`src/rtl/beacon_pkg.sv`:
```
package beacon_pkg;
  typedef enum logic [1:0] {
    MODE_QRSS  = 2'd0,
    MODE_DFCW  = 2'd1,
    MODE_FSKCW = 2'd2,
    MODE_CW    = 2'd3
  } key_mode_t;

  typedef enum logic [2:0] {
    EL_DOT  = 3'd0,
    EL_DASH = 3'd1,
    EL_LGAP = 3'd2,
    EL_WGAP = 3'd3,
    EL_END  = 3'd4
  } elem_t;

  typedef enum logic [1:0] {
    PH_IDLE  = 2'd0,
    PH_MARK  = 2'd1,
    PH_SPACE = 2'd2
  } phase_t;

  function automatic int imax(input int a, input int b);
    return (a > b) ? a : b;
  endfunction
endpackage

```
`src/rtl/beacon_unit_len.sv`:
```
module beacon_unit_len
  import beacon_pkg::*;
#(
  parameter int TICKS_PER_SEC = 1000,
  parameter int CW_DOT_TICKS  = 75,
  parameter int SPD0_SEC      = 3,
  parameter int SPD1_SEC      = 6,
  parameter int SPD2_SEC      = 10,
  parameter int LEN_W         = 14
) (
  input  key_mode_t        mode,
  input  logic [1:0]       speed,
  output logic [LEN_W-1:0] unit_len
);
  logic [LEN_W-1:0] slow_len [4];

  // speed code 3 falls back to the slowest setting
  for (genvar g = 0; g < 4; g++) begin : g_spd
    localparam int SECS = (g == 0) ? SPD0_SEC : (g == 1) ? SPD1_SEC : SPD2_SEC;
    assign slow_len[g] = LEN_W'(SECS * TICKS_PER_SEC);
  end

  assign unit_len = (mode == MODE_CW) ? LEN_W'(CW_DOT_TICKS) : slow_len[speed];
endmodule

```
`src/rtl/beacon_plan.sv`:
```
module beacon_plan
  import beacon_pkg::*;
(
  input  key_mode_t  mode,
  input  logic [2:0] code,
  output logic [2:0] mark_units,
  output logic [2:0] space_units
);
  always_comb begin
    mark_units  = 3'd0;
    space_units = 3'd7;
    case (code)
      EL_DOT: begin
        mark_units  = 3'd1;
        space_units = 3'd1;
      end
      EL_DASH: begin
        mark_units  = (mode == MODE_DFCW) ? 3'd1 : 3'd3;
        space_units = 3'd1;
      end
      EL_LGAP: space_units = 3'd3;
      default: space_units = 3'd7;
    endcase
  end
endmodule

```
`src/rtl/beacon_drive.sv`:
```
module beacon_drive
  import beacon_pkg::*;
(
  input  logic       clk,
  input  logic       rst_n,
  input  phase_t     phase,
  input  key_mode_t  cur_mode,
  input  logic [2:0] cur_code,
  output logic       carrier_on,
  output logic       tone_high
);
  logic continuous;
  assign continuous = (cur_mode == MODE_DFCW) || (cur_mode == MODE_FSKCW);

  always_comb begin
    carrier_on = continuous;
    tone_high  = 1'b0;
    if (phase == PH_MARK) begin
      carrier_on = 1'b1;
      case (cur_mode)
        MODE_FSKCW: tone_high = 1'b1;
        MODE_DFCW:  tone_high = (cur_code == EL_DASH);
        default:    tone_high = 1'b0;
      endcase
    end
  end


  onoff_tone_low_chk: assert property (@(posedge clk) disable iff (!rst_n)
    (cur_mode == MODE_QRSS || cur_mode == MODE_CW) |-> !tone_high);


  cont_carrier_chk: assert property (@(posedge clk) disable iff (!rst_n)
    ((cur_mode == MODE_FSKCW || cur_mode == MODE_DFCW) && phase != PH_IDLE) |-> carrier_on);
endmodule

```
`src/rtl/beacon_seq.sv`:
```
module beacon_seq
  import beacon_pkg::*;
#(
  parameter int LEN_W = 14,
  parameter int CNT_W = 17
) (
  input  logic             clk,
  input  logic             rst_n,
  input  logic             tick,
  input  key_mode_t        mode_in,
  input  logic [2:0]       code_in,
  input  logic [LEN_W-1:0] unit_in,
  input  logic [2:0]       mark_units_in,
  input  logic [2:0]       space_units_in,
  input  logic             elem_valid,
  output logic             elem_ready,
  output phase_t           phase,
  output key_mode_t        cur_mode,
  output logic [2:0]       cur_code
);
  logic [CNT_W-1:0] cnt, mark_len, space_len, mark_next, space_next;
  logic [LEN_W-1:0] cur_unit;
  logic             accept;

  assign mark_next  = {3'b000, unit_in} * {{LEN_W{1'b0}}, mark_units_in};
  assign space_next = {3'b000, unit_in} * {{LEN_W{1'b0}}, space_units_in};
  assign elem_ready = (phase == PH_IDLE);
  assign accept     = elem_ready && elem_valid;

  always_ff @(posedge clk) begin
    if (!rst_n) begin
      phase     <= PH_IDLE;
      cnt       <= '0;
      cur_mode  <= MODE_QRSS;
      cur_code  <= 3'd0;
      cur_unit  <= '0;
      mark_len  <= '0;
      space_len <= '0;
    end else begin
      case (phase)
        PH_IDLE: if (elem_valid) begin
          cur_mode  <= mode_in;
          cur_code  <= code_in;
          cur_unit  <= unit_in;
          mark_len  <= mark_next;
          space_len <= space_next;
          cnt       <= '0;
          phase     <= (mark_units_in != 3'd0) ? PH_MARK : PH_SPACE;
        end
        PH_MARK: if (tick) begin
          if (cnt == mark_len - CNT_W'(1)) begin
            cnt   <= '0;
            phase <= PH_SPACE;
          end else begin
            cnt <= cnt + CNT_W'(1);
          end
        end
        PH_SPACE: if (tick) begin
          if (cnt == space_len - CNT_W'(1)) begin
            cnt   <= '0;
            phase <= PH_IDLE;
          end else begin
            cnt <= cnt + CNT_W'(1);
          end
        end
        default: phase <= PH_IDLE;
      endcase
    end
  end


  busy_after_take_chk: assert property (@(posedge clk) disable iff (!rst_n)
    accept |=> !elem_ready);


  cfg_hold_chk: assert property (@(posedge clk) disable iff (!rst_n)
    (phase != PH_IDLE && $past(phase) != PH_IDLE) |-> ($stable(cur_mode) && $stable(cur_unit)));


  no_tick_hold_chk: assert property (@(posedge clk) disable iff (!rst_n)
    (!tick && phase != PH_IDLE) |=> ($stable(cnt) && $stable(phase)));


  cnt_bound_chk: assert property (@(posedge clk) disable iff (!rst_n)
    (phase == PH_MARK) |-> (cnt < mark_len));
endmodule

```
`src/rtl/beacon_keyer.sv`:
```
module beacon_keyer
  import beacon_pkg::*;
#(
  parameter int TICKS_PER_SEC = 1000,
  parameter int CW_DOT_TICKS  = 75,
  parameter int SPD0_SEC      = 3,
  parameter int SPD1_SEC      = 6,
  parameter int SPD2_SEC      = 10
) (
  input  logic       clk,
  input  logic       rst_n,
  input  logic       tick,
  input  logic [1:0] mode_sel,
  input  logic [1:0] speed_sel,
  input  logic       elem_valid,
  input  logic [2:0] elem_code,
  output logic       elem_ready,
  output logic       carrier_on,
  output logic       tone_high
);
  localparam int MAX_SLOW = imax(imax(SPD0_SEC, SPD1_SEC), SPD2_SEC) * TICKS_PER_SEC;
  localparam int MAX_UNIT = imax(MAX_SLOW, CW_DOT_TICKS);
  localparam int LEN_W    = $clog2(MAX_UNIT + 1);
  localparam int CNT_W    = LEN_W + 3;

  key_mode_t        mode_live, cur_mode;
  logic [LEN_W-1:0] unit_len;
  logic [2:0]       mark_units, space_units, cur_code;
  phase_t           phase;

  assign mode_live = key_mode_t'(mode_sel);

  beacon_unit_len #(
    .TICKS_PER_SEC(TICKS_PER_SEC), .CW_DOT_TICKS(CW_DOT_TICKS),
    .SPD0_SEC(SPD0_SEC), .SPD1_SEC(SPD1_SEC), .SPD2_SEC(SPD2_SEC), .LEN_W(LEN_W)
  ) u_len (
    .mode(mode_live), .speed(speed_sel), .unit_len(unit_len)
  );

  beacon_plan u_plan (
    .mode(mode_live), .code(elem_code),
    .mark_units(mark_units), .space_units(space_units)
  );

  beacon_seq #(.LEN_W(LEN_W), .CNT_W(CNT_W)) u_seq (
    .clk(clk), .rst_n(rst_n), .tick(tick),
    .mode_in(mode_live), .code_in(elem_code), .unit_in(unit_len),
    .mark_units_in(mark_units), .space_units_in(space_units),
    .elem_valid(elem_valid), .elem_ready(elem_ready),
    .phase(phase), .cur_mode(cur_mode), .cur_code(cur_code)
  );

  beacon_drive u_drive (
    .clk(clk), .rst_n(rst_n), .phase(phase), .cur_mode(cur_mode),
    .cur_code(cur_code), .carrier_on(carrier_on), .tone_high(tone_high)
  );


  idle_dark_chk: assert property (@(posedge clk) disable iff (!rst_n)
    (elem_ready && (cur_mode == MODE_QRSS || cur_mode == MODE_CW)) |-> (!carrier_on && !tone_high));
endmodule

```
`config.mk`:
```
export PLATFORM = sky130hd
export DESIGN_NAME = beacon_keyer
export DESIGN_NICKNAME = d
export VERILOG_FILES = /design/src/rtl/beacon_pkg.sv /design/src/rtl/beacon_unit_len.sv /design/src/rtl/beacon_plan.sv /design/src/rtl/beacon_drive.sv /design/src/rtl/beacon_seq.sv /design/src/rtl/beacon_keyer.sv
export SDC_FILE = /design/constraint.sdc
export NUM_CORES = 1
export LEC_CHECK = 0
export ABC_CLOCK_PERIOD_IN_PS = 12390
export BUFFER_PORTS_ARGS = -buffer_cell sky130_fd_sc_hd__buf_2
export CORE_UTILIZATION = 35
export CTS_CLUSTER_DIAMETER = 60
export DETAILED_ROUTE_END_ITERATION = 7
export PLACE_DENSITY = 0.56
export SKIP_LAST_GASP = 1
export SLEW_MARGIN = 20
export SYNTH_ARGS = -nofsm -noshare
export SYNTH_HDL_FRONTEND = slang
export SYNTH_HIERARCHICAL = 1
export SYNTH_SLANG_ARGS = --single-unit
```
`constraint.sdc`:
```
create_clock -name clk -period 12.39 [get_ports clk]
set_input_delay 3.0975 -clock clk [delete_from_list [all_inputs] [get_ports clk]]
set_output_delay 3.0975 -clock clk [all_outputs]
set_load 0.01 [all_outputs]
```
After elaboration in Yosys (flattened, before gate mapping). Index checks and enable logic that the tools add are counted.

Add/sub/neg operators: 3. Multiply operators: 2. Magnitude comparators: 1. Equality and inequality tests: 16. Mux-type cells: 23. Bitwise gates (word level): 1. Reductions and logical operators: 9.

Operators by type and width (number): two-way mux 17 bit (5); one-hot mux 17 bit (3 select lines) (1); two-way mux 14 bit (3); equality test 17 bit (2); multiplier 14 x 3 -> 17 bit (2); subtractor 17 x 1 -> 17 bit, second input constant (2); binary-select mux 14 bit (select 2 bit) (1); adder 17 x 1 -> 17 bit, second input constant (1); two-way mux 2 bit (7); one-hot mux 3 bit (2 select lines) (2); inequality test 2 bit, second input constant (4); equality test 2 x 1 -> 1 bit, second input constant (3); equality test 2 bit, second input constant (3); equality test 3 x 1 -> 1 bit, second input constant (2); one-hot mux 2 bit (3 select lines) (1); nonzero test 3 bit (2); AND reduction 5 bit (1); AND reduction 4 bit (1); equality test 3 x 2 -> 1 bit, second input constant (1); greater-or-equal comparator 3 bit, second input constant (1); logical NOT 3 bit (1); inverter 2 -> 3 bit (1); logical NOT 2 bit (1); two-way mux 1 bit (2); 5 further kinds (5).

Bits in registers: 58. Bits of input ports: 11. Output and inout bits: 3. Word-level logic and storage cells: 61.

Logic depth before layout (Yosys ltp). Gate-level depths: netlist (run 1).

Word-level depth: 7. Mapped depth: 18.

Modules after synthesis. The synthesis (run 1) kept the hierarchy.

By module, submodules not included: beacon_seq (times used 1, cells an instance 774, area each 5781.8 um^2, seq. area each 1161.1 um^2); beacon_unit_len (times used 1, cells an instance 17, area each 98.8 um^2, seq. area each 0.0 um^2); beacon_drive (times used 1, cells an instance 9, area each 71.3 um^2, seq. area each 0.0 um^2); beacon_plan (times used 1, cells an instance 9, area each 53.8 um^2, seq. area each 0.0 um^2).

Worst setup path after synthesis (run 1). Ideal clock, no wire load.

Path kind: input port to flip-flop. Start point: in elem_code[2]. End point: reg u_seq.space_len[16]. Setup time: 0.133 ns. Arrival time: 6.197 ns. Slack: 6.060 ns. Stages: 18. Path through: nor2_2 > inv_1 > clkbuf_1 > nand2_1 > fa_1 > inv_1 > ha_1 > inv_1 > fa_1 > nor2b_1 > o21a_1 > o21ai_0 > a21boi_0 > a21o_1 > a21oi_1 > o21ai_0 > a2111oi_0 > nor4_1.

Longest elaborated chain between the ends: 4. Elaborated cells on any way between the ends: 6. Classes of those cells: 1 x mul; 2 x eq/ne; 1 x mux; 2 x reduce/logical.

RTL lines: from (decl) (line beacon_keyer.sv:16) `input logic [2:0] elem_code,`; equality test 3 x 1 -> 1 bit or logical NOT 3 bit (tied branches) (line beacon_plan.sv:12) `case (code)`; OR reduction 2 bit (no source line); one-hot mux 3 bit (2 select lines) * (line beacon_plan.sv:12); net space_units[1] (line beacon_keyer.sv:28) `logic [2:0] mark_units, space_units, cur_code;`; multiplier 14 x 3 -> 17 bit * (line beacon_seq.sv:26) `assign space_next = {3'b000, unit_in} * {{LEN_W{1'b0}}, space_units_in};`; to (signal assigned) (line beacon_seq.sv:46) `space_len <= space_next;`; to (decl) (line beacon_seq.sv:21) `logic [CNT_W-1:0] cnt, mark_len, space_len, mark_next, space_next;`.

Mark *: on every way through the listed nets, which the timed path passes. The rest lies on a longest branch. A chain may end at the register's enable or synchronous reset.

Worst setup path after layout (run 1).
Start point: in mode_sel[0]. End point: reg u_seq.space_len[16].

Longest elaborated chain between the ends: 3.

RTL lines: from (decl) (line beacon_keyer.sv:13) `input logic [1:0] mode_sel,`; equality test 2 bit (line beacon_unit_len.sv:23) `assign unit_len = (mode == MODE_CW) ? LEN_W'(CW_DOT_TICKS) : slow_len[speed];`; two-way mux 14 bit (line beacon_unit_len.sv:23); net unit_len[4] (line beacon_keyer.sv:27) `logic [LEN_W-1:0] unit_len;`; multiplier 14 x 3 -> 17 bit (line beacon_seq.sv:26).

The timed path passes the listed nets, and every way through them passes these cells.

==> run metrics, run 1 <==
Setup CP Type in -> reg; syn_nets 887; layout net count 868; Diodes inserted 0; global placement routability congestion 0.774; Hold WC Path Type reg -> reg; clock skew 0.00858 ns; CTS Hold Buffers Added 0; crit start category input pin; antenna-violating nets left 0; post-synthesis xor/xnor area fraction 0.0933; Post-Syn Area 0.00601 sq mm; H-tree depth 3; Setup Viol. Count Final 0; initial antenna violation count 0; fin. max-slew vios 0; num ports 14; clk buf depth 2; placed cell area 0.00615 sq mm; first-pass GRT wire length 25200 microns; CTS buffer count 9; root buffer cell clkbuf_16; dpl hpwl 11300 microns; Die Ht 133 microns; DR iter-0 viols 315; largest net degree at the start of global routing 41; Total Wirelength 14900 microns; CP endpoint kind register; final setup TNS 0 ns; leakage power 2.82 nW; share of layout cells above drive strength 1 0.0692; # clock sinks 58; CTS tree done; largest family of logic cells by synthesized area simple AND/OR/NAND/NOR gates; die width 133 microns; Vias/cell 5.15; critical path fanouts, max 22; slew margin rel. 0.538; clk_lat worst skew 0.33 ns; remaining global-route overflow 0; most common cell in the netlist nand2_1; post-synth top area share 0.193; top cells by area, synth dfxtp_1 19%, fa_1 8.7%, nand2_1 8.6%; synth cell count leaders 138 x nand2_1, 69 x inv_1, 58 x dfxtp_1, 48 x nor2_1, 46 x a21oi_1; required time of the critical path 12.58 ns; Distinct cells, synth 70; post-synthesis sequential area ratio 0.193; Synth Register Bits 58; Slew @ Worst Pin 0.689 ns; PostCTS Resize Cnt 0; Yosys warning count 6; via count 5232; area grow syn2layout 7.83%; synthesized area per cell 7.42 sq um; R2R depth 11; RSZ-0062 raised after global routing no; GRT Overall Usage 0.178; Fmax 143 MHz; Peak VDD IR 0.0670 mV; Yosys top cell by area dfxtp_1; Post-synth EDFFs 0; DR DRC count 0; design area 0.00648 sq mm; Core Rows 47; Mapped Cells 809; Post-synth ARST share 0; post-synthesis mux area share 0.0121; Tot Pwr 0.948 mW; die area 0.0177 sq mm; run status complete, no violations; fin crit share 0.565; max-cap violation count 0; IO Port Bufs 13; Hold Path Depth 2; R2R setup slack 8.60 ns; post-synthesis simple-gate area fraction 0.277; final setup margin 5.39 ns; Synth Area in Adders 0.172; core footprint 0.0166 sq mm; vias in the first global route 4952; dpl ws 5.07 ns; Cell Pwr Density 146 mW/mm^2; Post-synth top flop dfxtp_1; DR WL/cell 14.7 microns; final hold violations 0; critical path arrival 7.19 ns; initial core utilization 0.361; FILL cells 1780; CTS clk-pin slew, worst paths 0.05 ns; Tmin final 7.00 ns; Setup Buffers After CTS 0; final hold slack 0.454 ns; 1st-pass router iterations 5; Synth Area in Compound Gates 0.167
[through the flow]
stage,utilization,instances
floorplan,-,809
global placement,0.370,999
detailed placement,0.370,999
CTS,0.389,1015
global route,0.389,1015
finish,0.389,1015
[state kept, by name, summed over array words and instances, names as in the netlist]
name,count
u_seq/cnt,17
u_seq/cur_code,3
u_seq/phase,2
u_seq/cur_mode,2
u_seq/space_len,17
u_seq/mark_len,17
[where the power goes]
part	total [mW]	switching, mW	internal [mW]
logic	0.424	0.247	0.177
registers	0.257	0.0431	0.214
clock network	0.267	0.0856	0.181
total	0.948	0.376	0.572
[worst max-delay path, stage by stage]
cell       delay, ns
buf_2           0.12
nand2_2         0.34
inv_2           0.23
nor3_2          0.57
nand2_1         0.17
fa_1            0.55
inv_1           0.04
ha_1            0.33
o21a_1          0.20
o21ai_0         0.14
nand2b_1        0.09
a21boi_0        0.15
a21o_1          0.21
a21oi_1         0.21
o21ai_0         0.17
a2111oi_0       0.44
nor4_1          0.10
[layout make-up]
cell class | instances | area (sq um) | area share
Timing Repair Buffer | 19 | 110 | 0.0170
Clock buffer | 12 | 246 | 0.0381
Sequential cell | 58 | 1160 | 0.179
Tap cell | 220 | 275 | 0.0425
Inverter | 70 | 263 | 0.0406
Multi-Input combinational cell | 632 | 4350 | 0.671
Clock inverter | 4 | 75.1 | 0.0116
[routing by layer]
layer | track usage | up-vias | wire (microns)
met5 | 0 | - | 0
met4 | 0.0396 | 0 | 112
met3 | 0.0234 | 13 | 503
met2 | 0.280 | 86 | 6550
met1 | 0.257 | 2431 | 7750
li1 | - | 2702 | -
[final timing paths]
check | start | end
worst max-delay path | mode_sel[0] | u_seq/space_len[16]
worst max register to register | u_seq/mark_len[0] | u_seq/cnt[7]
worst min-delay path | u_seq/cur_code[2] | u_seq/cur_code[2]
worst min register to register | u_seq/cur_code[2] | u_seq/cur_code[2]
[cell families (layout without fill, tap and decap cells)]
| logic type | Yosys count | after routing |
|---|---|---|
| muxes | 7 | 7 |
| and+or+nand+nor | 337 | 337 |
| AOI/OAI and AO/OA | 154 | 154 |
| buffers and inverters | 119 | 105 |
| other | 3 | 3 |
| xor gates and xnor gates | 64 | 64 |
| DFF | 58 | 58 |
| adders and majority gates | 67 | 67 |
[layout by cell type, fill, tap and decap left out, types with 13 or more instances in the layout]
cell type,synthesis,layout
a21oi_1,46,46
and2_1,25,25
buf_2,3,13
dfxtp_1,58,58
fa_1,26,26
ha_1,41,41
inv_1,69,69
nand2_1,138,138
nand3_1,33,33
nor2_1,48,48
nor3_1,15,15
o21ai_0,36,36
xnor2_1,37,37
xor2_1,27,27
Note: power is estimated with default switching activity, not from simulation.
==> run 2: changes to the inputs <==
--- a/config.mk
+++ b/config.mk
@@ -5,12 +5,12 @@
 export SDC_FILE = /design/constraint.sdc
 export NUM_CORES = 1
 export LEC_CHECK = 0
-export ABC_CLOCK_PERIOD_IN_PS = 12390
+export ABC_CLOCK_PERIOD_IN_PS = 5970
 export BUFFER_PORTS_ARGS = -buffer_cell sky130_fd_sc_hd__buf_2
 export CORE_UTILIZATION = 35
 export CTS_CLUSTER_DIAMETER = 60
 export DETAILED_ROUTE_END_ITERATION = 7
-export PLACE_DENSITY = 0.56
+export PLACE_DENSITY = 0.57
 export SKIP_LAST_GASP = 1
 export SLEW_MARGIN = 20
 export SYNTH_ARGS = -nofsm -noshare
==> constraint.sdc (replaced) <==
create_clock -name clk -period 5.97 [get_ports clk]
set_input_delay 1.4925 -clock clk [delete_from_list [all_inputs] [get_ports clk]]
set_output_delay 1.4925 -clock clk [all_outputs]
set_load 0.01 [all_outputs]
==> run metrics, run 2 (synthesis gave the netlist of run 1 again) <==
run status complete, no violations; Die Ht 133 microns; fin. max-slew vios 0; Fmax 194 MHz; share of layout cells above drive strength 1 0.0705; Tmin final 5.14 ns; Setup CP Type in -> reg; via count 5276; leakage power 2.82 nW; DR iter-0 viols 366; antenna-violating nets left 0; core footprint 0.0166 sq mm; Total Wirelength 14900 microns; Slew @ Worst Pin 0.903 ns; Cell Pwr Density 306 mW/mm^2; remaining global-route overflow 0; Hold Path Depth 2; required time of the critical path 6.23 ns; Top cell by count, worst path a21oi_1; Largest regs u_seq/cnt: 17 flops, u_seq/mark_len: 17 flops, u_seq/space_len: 17 flops; die area 0.0177 sq mm; root buffer cell clkbuf_16; CTS Hold Buffers Added 0; worst stage delay on the critical path 0.62 ns; 1st-pass router iterations 5; clock skew 0.00879 ns; slew margin rel. 0.396; initial core utilization 0.361; dpl hpwl 11400 microns; commonest non-fill, non-tap cell in the layout nand2_1; critical path arrival 5.40 ns; crit start category input pin; worst path cell trace buf_2 -> nand2_2 -> o21ai_0 -> nand2_1 -> fa_1 -> inv_1 -> ha_1 -> a21o_1 -> a21oi_1 -> nor2b_1 -> o21a_1 -> o311ai_0 -> a21oi_1 -> o41ai_1 -> nand4_1 -> o211ai_1; Vias/cell 5.20; area grow syn2layout 7.94%; R2R depth 11; final setup TNS 0 ns; critical path fanouts, max 22; final hold violations 0; CTS clk-pin slew, worst paths 0.05 ns; layout net count 868; cell family with most CP delay compound AO/OA/AOI/OAI gates; num ports 14; vias in the first global route 4877; Critical-path top delay cell fa_1; DR DRC count 0; dpl ws 0.528 ns; CTS tree done; RSZ-0062 raised after global routing no; H-tree depth 3; max-cap violation count 0; global placement routability congestion 0.811; first-pass GRT wire length 25400 microns; Setup Buffers After CTS 0; GRT Overall Usage 0.180; CP endpoint kind register; clk buf depth 2; initial antenna violation count 0; Buf/Inv on CP 2; Diodes inserted 0; PostCTS Resize Cnt 0; fin crit share 0.862; Tot Pwr 1.98 mW; CP Depth 16; Hold WC Path Type reg -> reg; largest net degree at the start of global routing 45; Peak VDD IR 0.153 mV; FILL cells 1762; CTS buffer count 9; Setup Viol. Count Final 0; clk_lat worst skew 0.33 ns; final setup margin 0.826 ns; most frequent cells in the layout 138 x nand2_1, 69 x inv_1, 58 x dfxtp_1; final hold slack 0.451 ns; Core Rows 47; IO Port Bufs 13; die width 133 microns; DR WL/cell 14.7 microns; # clock sinks 58
[run 2: path summary, 6_finish.rpt]
path                     start                   to  slack [ns]
max reg2reg  u_seq/mark_len[0]        u_seq/cnt[12]        2.24
min          u_seq/cur_code[2]    u_seq/cur_code[2]        0.45
max                mode_sel[0]  u_seq/space_len[15]        0.83
min reg2reg  u_seq/cur_code[2]    u_seq/cur_code[2]        0.45
[run 2: stage by stage]
stage	utilization	cells	cell area, sq um
after global placement	0.370	999	6150
after global routing	0.390	1014	6480
after floorplan	-	809	6010
after CTS	0.390	1014	6480
after detailed placement	0.370	999	6150
final	0.390	1014	6480
[run 2: final cells by class]
type                       count  area, sq um  area share
multi-input combinational    632         4350       0.670
sequential                    58         1160       0.179
tap                          220          275      0.0425
inverter                      70          263      0.0405
clock buffer                  11          253      0.0390
timing repair buffer          19          110      0.0170
clock inverter                 4         75.1      0.0116
[run 2: metal layers]
metal / up-vias / GRT usage / share of wire
met5: - / 0 / 0
met2: 94 / 0.281 / 0.44
met1: 2471 / 0.257 / 0.52
met3: 11 / 0.0295 / 0.030
met4: 0 / 0.0409 / 0.0072
li1: 2700 / - / -
[run 2: where the power goes]
group	leakage, nW	total (mW)	switching (mW)	internal, mW
clock	0.154	0.569	0.184	0.385
sequential	0.472	0.537	0.0921	0.444
combinational	2.20	0.879	0.514	0.365
[run 2: worst min-delay path: cells and delay by family, from the launching register on]
family / cells / cell delay (ns)
AND/OR/NAND/NOR: 1 / 0.05
flip-flops: 1 / 0.30
AO/OA/AOI/OAI: 1 / 0.05
